**config.mk**
```make
export PLATFORM = sky130hd
export DESIGN_NAME = seg_scan_driver
export DESIGN_NICKNAME = d
export VERILOG_FILES = /design/src/rtl/seg_scan_pkg.sv /design/src/rtl/seg_pattern_store.sv /design/src/rtl/seg_interval_timer.sv /design/src/rtl/seg_frame_serializer.sv /design/src/rtl/seg_scan_driver.sv
export SDC_FILE = /design/constraint.sdc
export NUM_CORES = 1
export LEC_CHECK = 0
export BUFFER_PORTS_ARGS = -buffer_cell sky130_fd_sc_hd__buf_2
export CAP_MARGIN = 20
export CELL_PAD_IN_SITES_DETAIL_PLACEMENT = 1
export CELL_PAD_IN_SITES_GLOBAL_PLACEMENT = 2
export CORE_MARGIN = 2
export CORE_UTILIZATION = 44
export DETAILED_ROUTE_END_ITERATION = 8
export HOLD_SLACK_MARGIN = 0.08
export PLACE_DENSITY_LB_ADDON = 0.1
export SLEW_MARGIN = 20
export SYNTH_ARGS = -nofsm -noshare
export SYNTH_HDL_FRONTEND = slang
export SYNTH_SLANG_ARGS = --single-unit
```
**constraint.sdc**
```tcl
create_clock -name clk -period 2.2 [get_ports clk]
set_clock_uncertainty 0.1 [all_clocks]
set_input_delay 0.22 -clock clk [delete_from_list [all_inputs] [get_ports clk]]
set_output_delay 0.22 -clock clk [all_outputs]
set_load 0.05 [all_outputs]
```
**src/rtl/seg_scan_pkg.sv**
```systemverilog
package seg_scan_pkg;

    typedef enum logic [1:0] {
        SCAN_LOAD  = 2'd0,
        SCAN_SHIFT = 2'd1,
        SCAN_LATCH = 2'd2,
        SCAN_HOLD  = 2'd3
    } scan_state_e;

endpackage

```
**src/rtl/seg_pattern_store.sv**
```systemverilog
module seg_pattern_store #(
    parameter int DEPTH  = 8,
    parameter int WIDTH  = 7,
    parameter int ADDR_W = 3
) (
    input  logic              clk,
    input  logic              rst_n,
    input  logic              wr_en,
    input  logic [ADDR_W-1:0] wr_addr,
    input  logic [WIDTH-1:0]  wr_data,
    input  logic [ADDR_W-1:0] rd_addr,
    output logic [WIDTH-1:0]  rd_data
);

    logic [WIDTH-1:0] mem_d [DEPTH];
    logic [WIDTH-1:0] mem_q [DEPTH];

    always_comb begin
        for (int i = 0; i < DEPTH; i++) begin
            mem_d[i] = mem_q[i];
            if (wr_en && (wr_addr == ADDR_W'(i))) begin
                mem_d[i] = wr_data;
            end
        end
    end

    always_ff @(posedge clk or negedge rst_n) begin
        if (!rst_n) begin
            for (int i = 0; i < DEPTH; i++) begin
                mem_q[i] <= '0;
            end
        end else begin
            for (int i = 0; i < DEPTH; i++) begin
                mem_q[i] <= mem_d[i];
            end
        end
    end

    assign rd_data = (int'(rd_addr) < DEPTH) ? mem_q[rd_addr] : '0;

    // a write becomes visible on the read port in the next cycle
    p_write_lands_r10: assert property (@(posedge clk) disable iff (!rst_n)
        wr_en |=> (mem_q[$past(wr_addr)] == $past(wr_data)));

endmodule

```
**src/rtl/seg_interval_timer.sv**
```systemverilog
module seg_interval_timer #(
    parameter int LIMIT = 4
) (
    input  logic clk,
    input  logic rst_n,
    input  logic run,
    output logic expire
);

    localparam int CNT_W = (LIMIT > 1) ? $clog2(LIMIT) : 1;
    localparam logic [CNT_W-1:0] CNT_LAST = CNT_W'(LIMIT - 1);

    typedef struct packed {
        logic [CNT_W-1:0] cnt;
    } tmr_regs_t;

    tmr_regs_t tmr_d, tmr_q;

    always_comb begin
        tmr_d  = tmr_q;
        expire = run && (tmr_q.cnt == CNT_LAST);
        if (!run || expire) begin
            tmr_d.cnt = '0;
        end else begin
            tmr_d.cnt = tmr_q.cnt + CNT_W'(1);
        end
    end

    always_ff @(posedge clk or negedge rst_n) begin
        if (!rst_n) begin
            tmr_q <= '0;
        end else begin
            tmr_q <= tmr_d;
        end
    end

    generate
        if (LIMIT > 1) begin : g_chk
            // an interval cannot end on two cycles in a row
            p_single_expire_r8: assert property (@(posedge clk) disable iff (!rst_n)
                expire |=> !expire);
        end
    endgenerate

endmodule

```
**src/rtl/seg_frame_serializer.sv**
```systemverilog
module seg_frame_serializer #(
    parameter int FRAME_W = 16,
    parameter int SCK_DIV = 8
) (
    input  logic               clk,
    input  logic               rst_n,
    input  logic               start,
    input  logic [FRAME_W-1:0] frame,
    output logic               done,
    output logic               sck,
    output logic               sdo
);

    localparam int BIT_W = $clog2(FRAME_W);
    localparam int PH_W  = (SCK_DIV > 2) ? $clog2(SCK_DIV) : 1;
    localparam logic [BIT_W-1:0] BIT_LAST = BIT_W'(FRAME_W - 1);
    localparam logic [PH_W-1:0]  PH_LAST  = PH_W'(SCK_DIV - 1);
    localparam logic [PH_W-1:0]  PH_HALF  = PH_W'(SCK_DIV / 2);

    typedef struct packed {
        logic [FRAME_W-1:0] sreg;
        logic [BIT_W-1:0]   bit_cnt;
        logic [PH_W-1:0]    phase;
        logic               busy;
    } ser_regs_t;

    ser_regs_t ser_d, ser_q;

    always_comb begin
        ser_d = ser_q;
        done  = 1'b0;
        if (!ser_q.busy) begin
            if (start) begin
                ser_d.sreg    = frame;
                ser_d.bit_cnt = '0;
                ser_d.phase   = '0;
                ser_d.busy    = 1'b1;
            end
        end else if (ser_q.phase == PH_LAST) begin
            ser_d.phase = '0;
            if (ser_q.bit_cnt == BIT_LAST) begin
                ser_d.busy = 1'b0;
                ser_d.sreg = '0;
                done       = 1'b1;
            end else begin
                ser_d.sreg    = {ser_q.sreg[FRAME_W-2:0], 1'b0};
                ser_d.bit_cnt = ser_q.bit_cnt + BIT_W'(1);
            end
        end else begin
            ser_d.phase = ser_q.phase + PH_W'(1);
        end
    end

    always_ff @(posedge clk or negedge rst_n) begin
        if (!rst_n) begin
            ser_q <= '0;
        end else begin
            ser_q <= ser_d;
        end
    end

    assign sck = ser_q.busy && (ser_q.phase >= PH_HALF);
    assign sdo = ser_q.busy && ser_q.sreg[FRAME_W-1];

    // a new frame is only accepted once the previous one has gone out
    p_start_idle_r2: assert property (@(posedge clk) disable iff (!rst_n)
        start |-> !ser_q.busy);

    // data holds while the serial clock is high
    p_data_hold_r5: assert property (@(posedge clk) disable iff (!rst_n)
        (sck && $past(sck)) |-> $stable(sdo));

endmodule

```
**src/rtl/seg_scan_driver.sv**
```systemverilog
module seg_scan_driver #(
    parameter int NUM_DIGITS  = 8,
    parameter int SEG_W       = 7,
    parameter int STAGE_W     = 8,
    parameter int SCK_DIV     = 8,
    parameter int HOLD_CYCLES = 48000
) (
    input  logic       clk,
    input  logic       rst_n,
    input  logic       wr_en,
    input  logic [2:0] wr_addr,
    input  logic [6:0] wr_data,
    output logic       ser_data,
    output logic       ser_clk,
    output logic       latch_strobe
);

    import seg_scan_pkg::*;

    localparam int ADDR_W       = 3;
    localparam int FRAME_W      = 2 * STAGE_W;
    localparam int LATCH_CYCLES = SCK_DIV / 2;
    localparam logic [ADDR_W-1:0] DIG_LAST = ADDR_W'(NUM_DIGITS - 1);

    typedef struct packed {
        scan_state_e       state;
        logic [ADDR_W-1:0] digit;
    } scan_regs_t;

    scan_regs_t scan_d, scan_q;

    logic [SEG_W-1:0]   pattern;
    logic [STAGE_W-1:0] sel_vec;
    logic [FRAME_W-1:0] frame;
    logic               shift_start;
    logic               shift_done;
    logic               latch_run;
    logic               latch_exp;
    logic               hold_run;
    logic               hold_exp;

    seg_pattern_store #(
        .DEPTH  (NUM_DIGITS),
        .WIDTH  (SEG_W),
        .ADDR_W (ADDR_W)
    ) u_store (
        .clk     (clk),
        .rst_n   (rst_n),
        .wr_en   (wr_en),
        .wr_addr (wr_addr),
        .wr_data (wr_data[SEG_W-1:0]),
        .rd_addr (scan_q.digit),
        .rd_data (pattern)
    );

    generate
        for (genvar g = 0; g < STAGE_W; g++) begin : g_sel
            if (g < NUM_DIGITS) begin : g_live
                assign sel_vec[g] = (scan_q.digit == ADDR_W'(g));
            end else begin : g_pad
                assign sel_vec[g] = 1'b0;
            end
        end
    endgenerate

    assign frame = {sel_vec, {(STAGE_W - SEG_W){1'b0}}, pattern};

    seg_frame_serializer #(
        .FRAME_W (FRAME_W),
        .SCK_DIV (SCK_DIV)
    ) u_ser (
        .clk   (clk),
        .rst_n (rst_n),
        .start (shift_start),
        .frame (frame),
        .done  (shift_done),
        .sck   (ser_clk),
        .sdo   (ser_data)
    );

    seg_interval_timer #(.LIMIT(LATCH_CYCLES)) u_latch_tmr (
        .clk    (clk),
        .rst_n  (rst_n),
        .run    (latch_run),
        .expire (latch_exp)
    );

    seg_interval_timer #(.LIMIT(HOLD_CYCLES)) u_hold_tmr (
        .clk    (clk),
        .rst_n  (rst_n),
        .run    (hold_run),
        .expire (hold_exp)
    );

    assign latch_run    = (scan_q.state == SCAN_LATCH);
    assign hold_run     = (scan_q.state == SCAN_HOLD);
    assign latch_strobe = latch_run;

    always_comb begin
        scan_d      = scan_q;
        shift_start = 1'b0;
        unique case (scan_q.state)
            SCAN_LOAD: begin
                shift_start  = 1'b1;
                scan_d.state = SCAN_SHIFT;
            end
            SCAN_SHIFT: begin
                if (shift_done) scan_d.state = SCAN_LATCH;
            end
            SCAN_LATCH: begin
                if (latch_exp) scan_d.state = SCAN_HOLD;
            end
            SCAN_HOLD: begin
                if (hold_exp) begin
                    scan_d.state = SCAN_LOAD;
                    scan_d.digit = (scan_q.digit == DIG_LAST) ? '0
                                 : scan_q.digit + ADDR_W'(1);
                end
            end
            default: scan_d.state = SCAN_LOAD;
        endcase
    end

    always_ff @(posedge clk or negedge rst_n) begin
        if (!rst_n) begin
            scan_q.state <= SCAN_LOAD;
            scan_q.digit <= '0;
        end else begin
            scan_q <= scan_d;
        end
    end

    // the strobe is only raised by a completed frame
    p_latch_after_frame_r6: assert property (@(posedge clk) disable iff (!rst_n)
        $rose(latch_strobe) |-> $past(shift_done));

    // no shift clock while the strobe is high
    p_latch_clk_low_r6: assert property (@(posedge clk) disable iff (!rst_n)
        latch_strobe |-> !ser_clk);

    // the select byte handed to the serializer is one-hot
    p_sel_onehot_r3: assert property (@(posedge clk) disable iff (!rst_n)
        shift_start |-> $onehot(frame[FRAME_W-1 -: STAGE_W]));

    // each new slot serves the next digit, wrapping after the last
    p_digit_step_r7: assert property (@(posedge clk) disable iff (!rst_n)
        (scan_q.state == SCAN_LOAD && $past(scan_q.state) == SCAN_HOLD)
        |-> (scan_q.digit == (($past(scan_q.digit) == DIG_LAST) ? ADDR_W'(0)
                              : $past(scan_q.digit) + ADDR_W'(1))));

endmodule

```
==> flow_summary_export.csv, run 1 <==
group,metric,value,unit
sta,finalCritPeriodShare,90.4,%
drt,antenna_left,0,
floorplan,fp.dieArea,11700,sq um
worst_setup_path,crit_type,"flop to flop",
worst_setup_path,r2r_cells,4,
clock_tree,clock_path_buffers,2,
drt,route.vias.total,3044,
drt,viasPerCell,5.49,
sta,relSlewSlack,50.6,%
clock_tree,cts_setup_buffers,0,
global_route,grt_util_all_layers,18.9,%
placement,postPlaceCellArea,5190,sq um
logic_synthesis,synth_area_leaders,"dfrtp_1, mux2_2, mux4_2",
global_route,grt_pass1_vias,3267,
logic_synthesis,yosys_warnings,0,
placement,hpwl,6.93,mm
status,outcome,"finished, final reports clean",
placement,post-place-cells,530,
global_route,grt_max_degree,44,
placement,globalplace.congestion,0.734,
clock_tree,cts_made_buffers,9,
logic_synthesis,synth_cells,365,
floorplan,rows,38,
drt,drtIter0Drc,134,
finish,n_fill_cell,1119,
finish,design_area,5480,sq um
drt,wl,9.92,mm
global_route,grt_overflow,0,
placement,place.port_buffers,15,
logic_synthesis,syn_nets,393,
worst_setup_path,cp.required,2.37,ns
sta,max_freq,503,MHz
worst_setup_path,critPathArrivalTime,2.16,ns
drt,drc,0,
clock_tree,path_clk_slew,0.10,ns
sta,fin_crit,1.99,ns
logic_synthesis,synth_cell_types,36,
clock_tree,clock-root-buffer,"clkbuf_8",
flow_run,maxCapViolCount,0,
finish,fin_cells,554,
logic_synthesis,synth_top_area_share,53.8,%
worst_setup_path,r2r_slack,0.21,ns
sta,rsz0062_at_grt,"false",
floorplan,die_w,108,um
sta,final-setup-viol-count,0,
sta,hold_slack,0.211,ns
sta,setup_slack,0.212,ns
placement,preCtsSetupSlack,-0.170,ns
clock_tree,tritoncts,"done",
floorplan,start_util,44.6,%
sta,hold_viol,0,
clock_tree,worst_skew_pair.late_latency,0.39,ns
finish,area_delta_synth_final,14.3,%
floorplan,pin_count,16,
power_and_ir_drop,leakage,2.41,nW
logic_synthesis,async_reset_ff_share,100,%
power_and_ir_drop,power_density,708,nW/um^2
clock_tree,ctsHtreeMaxLevel,3,
sta,finalSetupTns,0,ns
global_route,antenna_found_initial,0,
drt,post_drt_wl_per_cell,17.9,um
clock_tree,clock_sinks,103,
logic_synthesis,yosys.area.top_type,"dfrtp_1",
worst_setup_path,worstSetupEndpointType,"flop",
logic_synthesis,synth-main-ff-cell,"dfrtp_1",
finish,nets,437,
power_and_ir_drop,peakVddDrop,546,uV
floorplan,coreArea,10700,sq um
sta,tightest_slew,0.742,ns
logic_synthesis,mappedNetlistArea,4790,sq um
finish,drive_gt1_share,32.1,%
drt,firstDrtPassIters,5,
worst_hold_path,min_path_type,"primary input to async pin",
sta,maxSlewViolCount,0,
logic_synthesis,synth.ff_latch_count,103,
worst_setup_path,cp-start-kind,"flop",
logic_synthesis,ys_seq_area_share,53.8,%
global_route,grt_first_pass_wirelength,16.6,mm
floorplan,die_h,108,um
logic_synthesis,synth_edf_count,0,
finish,n_antenna_cell,0,
worst_setup_path,cp_max_fo,4,
logic_synthesis,postSynthAreaPerCell,13.1,sq um
-- layout by cell type, fill, tap and decap left out, types with 2 or more instances in the layout --
cell type	synthesis	layout
a21oi_1	5	4
mux2_2	58	58
clkbuf_1	10	2
xor2_1	5	5
buf_12	0	2
mux2i_1	2	2
xnor2_1	9	9
a22o_1	5	5
nand4b_1	3	3
ha_1	15	15
nand2b_1	3	3
buf_4	0	22
nor3_2	1	2
nand3_1	6	6
nor2_1	19	19
nand2_1	26	26
o21ai_0	3	3
nor4_1	6	6
nor3b_2	2	2
dfrtp_1	103	103
a222oi_1	14	14
mux4_2	14	14
buf_2	3	14
or3_1	2	2
and2_1	5	5
dlygate4sd3_1	0	8
nor3_1	7	6
inv_1	20	20
nand4_1	8	8
clkbuf_8	0	9
-- cell type report --
class / instances / area [sq um] / area share [%]
Multi-Input combinational cell: 229 / 2090 / 38.3
Timing Repair Buffer: 46 / 355 / 6.49
Clock buffer: 11 / 131 / 2.40
Sequential cell: 103 / 2580 / 47.1
Clock inverter: 5 / 66.3 / 1.21
Tap cell: 140 / 175 / 3.20
Inverter: 20 / 75.1 / 1.37
-- through the flow --
stage / util (%) / total power (W)
detailed placement: 48.3 / 0.00269
finish: 51.0 / 0.00388
global placement: 48.3 / 0.00266
CTS: 50.9 / 0.00394
global route: 51.0 / 0.00407
floorplan: - / 0.00253
-- report_power, final --
| group | switching [W] | internal [W] | leakage, nW |
|---|---|---|---|
| Sequential | 0.000111 | 0.00212 | 1.30 |
| Combinational | 0.000156 | 0.000272 | 1.01 |
| Clock | 0.000677 | 0.000541 | 0.0961 |
-- flip-flops by register name, summed over array words and instances (netlist names) --
name,count
u_hold_tmr.tmr_q,16
u_latch_tmr.tmr_q,2
u_ser.ser_q,24
u_store.mem_q,56
scan_q,5
-- cell usage after synthesis (2+ instances only) --
cell type and count:
dfrtp_1 103, mux2_2 58, nand2_1 26, inv_1 20, nor2_1 19, ha_1 15
a222oi_1 14, mux4_2 14, clkbuf_1 10, xnor2_1 9, nand4_1 8, nor3_1 7
nand3_1 6, nor4_1 6, a21oi_1 5, a22o_1 5, and2_1 5, xor2_1 5
buf_2 3, nand2b_1 3, nand4b_1 3, o21ai_0 3, mux2i_1 2, nor2b_1 2
nor3b_2 2, or3_1 2
-- worst max-delay path, stage by stage (launching register included) --
cell and delay [ns]:
dfrtp_1 0.44, or4b_4 0.55, o41ai_4 0.35, nand3_2 0.12
mux2_1 0.32
-- path summary, 6_finish.rpt --
| path | from | to |
|---|---|---|
| hold / removal | rst_n | u_store.mem_q[55]$_DFFE_PN0P_ |
| hold reg to reg | u_latch_tmr.tmr_q[0]$_DFF_PN0_ | u_latch_tmr.tmr_q[0]$_DFF_PN0_ |
| max in group asynchronous | rst_n | u_store.mem_q[13]$_DFFE_PN0P_ |
| setup reg to reg | u_hold_tmr.tmr_q[7]$_DFF_PN0_ | scan_q[4]$_DFFE_PN0P_ |
| setup / recovery | u_hold_tmr.tmr_q[7]$_DFF_PN0_ | scan_q[4]$_DFFE_PN0P_ |
| min in group clk | u_latch_tmr.tmr_q[0]$_DFF_PN0_ | u_latch_tmr.tmr_q[0]$_DFF_PN0_ |
-- cells by family (layout without fill, tap and decap cells) --
| logic type | count (synthesis) | in the layout | share of synthesized area, % |
|---|---|---|---|
| buffers and inverters | 33 | 82 | 2.67 |
| multiplexers | 75 | 75 | 20.9 |
| adder cells (fa/ha/maj) | 15 | 15 | 3.92 |
| flip-flops | 103 | 103 | 53.8 |
| AND/OR/NAND/NOR | 93 | 93 | 10.2 |
| XOR/XNOR | 14 | 14 | 2.56 |
| AO/OA/AOI/OAI | 32 | 32 | 5.91 |
-- routing by layer --
| metal | vias to the layer above | part of all wire [%] | GRT usage (%) |
|---|---|---|---|
| li1 | 1424 | - | - |
| met1 | 1586 | 46 | 24.2 |
| met2 | 28 | 50 | 31.2 |
| met3 | 6 | 2.4 | 4.70 |
| met4 | 0 | 1.4 | 6.78 |
| met5 | - | 0 | 0 |
-- repair_timing --
action,in CTS,in global routing
setup endpoints to repair,16,0
resized for setup,2,0
endpoints found under the hold margin,139,0
hold buffers,8,0
No activity file was read; power rests on OpenSTA's default activity.
==> inputs of run 2 (changes only) <==
--- a/config.mk
+++ b/config.mk
@@ -13,6 +13,7 @@
 export CORE_UTILIZATION = 44
 export DETAILED_ROUTE_END_ITERATION = 8
 export HOLD_SLACK_MARGIN = 0.08
+export MAX_ROUTING_LAYER = met4
 export PLACE_DENSITY_LB_ADDON = 0.1
 export SLEW_MARGIN = 20
 export SYNTH_ARGS = -nofsm -noshare
==> run 2 against run 1 <==
  * First-iteration DRC count up 7.5%
  * Final cell count stayed put
  * Critical path depth unchanged
  * Hold slack better by 0.0033 ns
  * Die area did not move
  * Non-clock buffer count unchanged
  * Critical path type unchanged
  * Largest cell class unchanged
  * Highest routed layer unchanged
==> flow_summary_export.csv, run 2 (same netlist as run 1, synthesis figures left out) <==
group,metric,value,unit
worst_setup_path,critPathArrivalTime,2.16,ns
worst_setup_path,cp.required,2.37,ns
clock_tree,clock_sinks,103,
drt,post_drt_wl_per_cell,17.8,um
drt,route.vias.total,3036,
status,outcome,"finished, final reports clean",
global_route,grt_max_degree,44,
finish,design_area,5480,sq um
global_route,grt_pass1_vias,3270,
drt,wl,9.89,mm
finish,top_regs,"u_store.mem_q: 56 flops, u_ser.ser_q: 24 flops, u_hold_tmr.tmr_q: 16 flops",
sta,setup_slack,0.212,ns
clock_tree,cts_made_buffers,9,
global_route,grt_util_all_layers,19.5,%
drt,viasPerCell,5.48,
placement,preCtsSetupSlack,-0.170,ns
global_route,grt_overflow,0,
worst_setup_path,cp_max_fo,4,
clock_tree,ctsHtreeMaxLevel,3,
finish,n_antenna_cell,0,
sta,final-setup-viol-count,0,
placement,postPlaceCellArea,5190,sq um
clock_tree,clock-root-buffer,"clkbuf_8",
clock_tree,path_clk_slew,0.10,ns
worst_setup_path,worstSetupEndpointType,"flop",
flow_run,maxCapViolCount,0,
floorplan,pin_count,16,
drt,firstDrtPassIters,5,
worst_hold_path,min_path_type,"primary input to async pin",
sta,maxSlewViolCount,0,
clock_tree,clock_path_buffers,2,
worst_setup_path,cp-start-kind,"flop",
finish,drive_gt1_share,32.1,%
placement,place.port_buffers,15,
floorplan,fp.dieArea,11700,sq um
worst_setup_path,crit_type,"flop to flop",
floorplan,coreArea,10700,sq um
sta,rsz0062_at_grt,"false",
finish,area_delta_synth_final,14.3,%
drt,drc,0,
drt,drtIter0Drc,144,
clock_tree,tritoncts,"done",
power_and_ir_drop,total_power,0.00387,W
finish,final_common_cell,"dfrtp_1",
sta,hold_slack,0.215,ns
sta,tightest_slew,0.704,ns
power_and_ir_drop,peakVddDrop,546,uV
sta,finalCritPeriodShare,90.3,%
clock_tree,worst_skew_pair.late_latency,0.38,ns
floorplan,die_h,108,um
drt,antenna_left,0,
finish,largest_register_ffs,56,
finish,nets,437,
sta,max_freq,503,MHz
placement,globalplace.congestion,0.743,
floorplan,die_w,108,um
placement,hpwl,6.93,mm
sta,hold_viol,0,
floorplan,rows,38,
finish,layout_common_cells,"dfrtp_1, mux2_2, nand2_1",
power_and_ir_drop,leakage,2.41,nW
sta,relSlewSlack,53.1,%
sta,fin_crit,1.99,ns
finish,regMostFlops,"u_store.mem_q",
global_route,grt_first_pass_wirelength,16.6,mm
global_route,antenna_found_initial,0,
floorplan,start_util,44.6,%
power_and_ir_drop,power_density,707,nW/um^2
finish,n_fill_cell,1119,
## run 2: cell counts in the layout (fill, tap and decap cells not counted)
Identical to the previous run, type by type.
## run 2: timing repair
action / CTS / global route
endpoints found under the hold margin: 139 / 0
setup buffers: 0 / 0
endpoints found under the setup margin: 16 / 0
resized for setup: 2 / 0
hold buffers: 8 / 0
## run 2: metal layers
layer / wire (um) / GRT usage (%) / vias to the layer above / part of all wire [%]
met2: 4930 / 31.0 / 24 / 50
met3: 230 / 4.70 / 7 / 2.3
li1: - / - / 1425 / -
met1: 4590 / 24.5 / 1580 / 46
met5: 0 / - / - / 0
met4: 138 / 6.78 / 0 / 1.4
## run 2: stage by stage
step | cells | setup TNS, ns | util [%]
final | 554 | 0 | 51.0
after global routing | 554 | 0 | 51.0
after CTS | 554 | 0 | 50.9
after detailed placement | 530 | -2.05 | 48.3
after global placement | 530 | -0.956 | 48.3
after floorplan | 365 | 0 | -
## run 2: final timing paths
kind | start | end | slack [ns] | cells after the start
max | u_hold_tmr.tmr_q[7]$_DFF_PN0_ | scan_q[0]$_DFFE_PN0P_ | 0.21 | 4
min | rst_n | u_store.mem_q[55]$_DFFE_PN0P_ | 0.21 | 2
max reg2reg | u_hold_tmr.tmr_q[7]$_DFF_PN0_ | scan_q[0]$_DFFE_PN0P_ | 0.21 | 4
min reg2reg | u_latch_tmr.tmr_q[0]$_DFF_PN0_ | u_latch_tmr.tmr_q[0]$_DFF_PN0_ | 0.33 | 1
max in group asynchronous | rst_n | u_store.mem_q[13]$_DFFE_PN0P_ | 1.16 | 3
min in group clk | u_latch_tmr.tmr_q[0]$_DFF_PN0_ | u_latch_tmr.tmr_q[0]$_DFF_PN0_ | 0.33 | 1
## run 2: where the power goes
group | internal (W) | switching [W]
sequential | 0.00212 | 0.000110
combinational | 0.000272 | 0.000156
clock | 0.000541 | 0.000673
## run 2: cell type report
cell class | count | area, sq um | share of cell area, %
flip-flops and latches | 103 | 2580 | 47.1
multi-input cells | 229 | 2090 | 38.3
repair buffers | 46 | 355 | 6.49
well taps | 140 | 175 | 3.20
clock buffers | 11 | 131 | 2.40
inverters | 20 | 75.1 | 1.37
clock inverters | 5 | 66.3 | 1.21
## run 2: worst max-delay path, cell delays in order, from the launching register on
cell	delay, ns
dfrtp_1	0.44
or4b_4	0.55
nor4_1	0.29
nand2_1	0.19
mux2_2	0.31
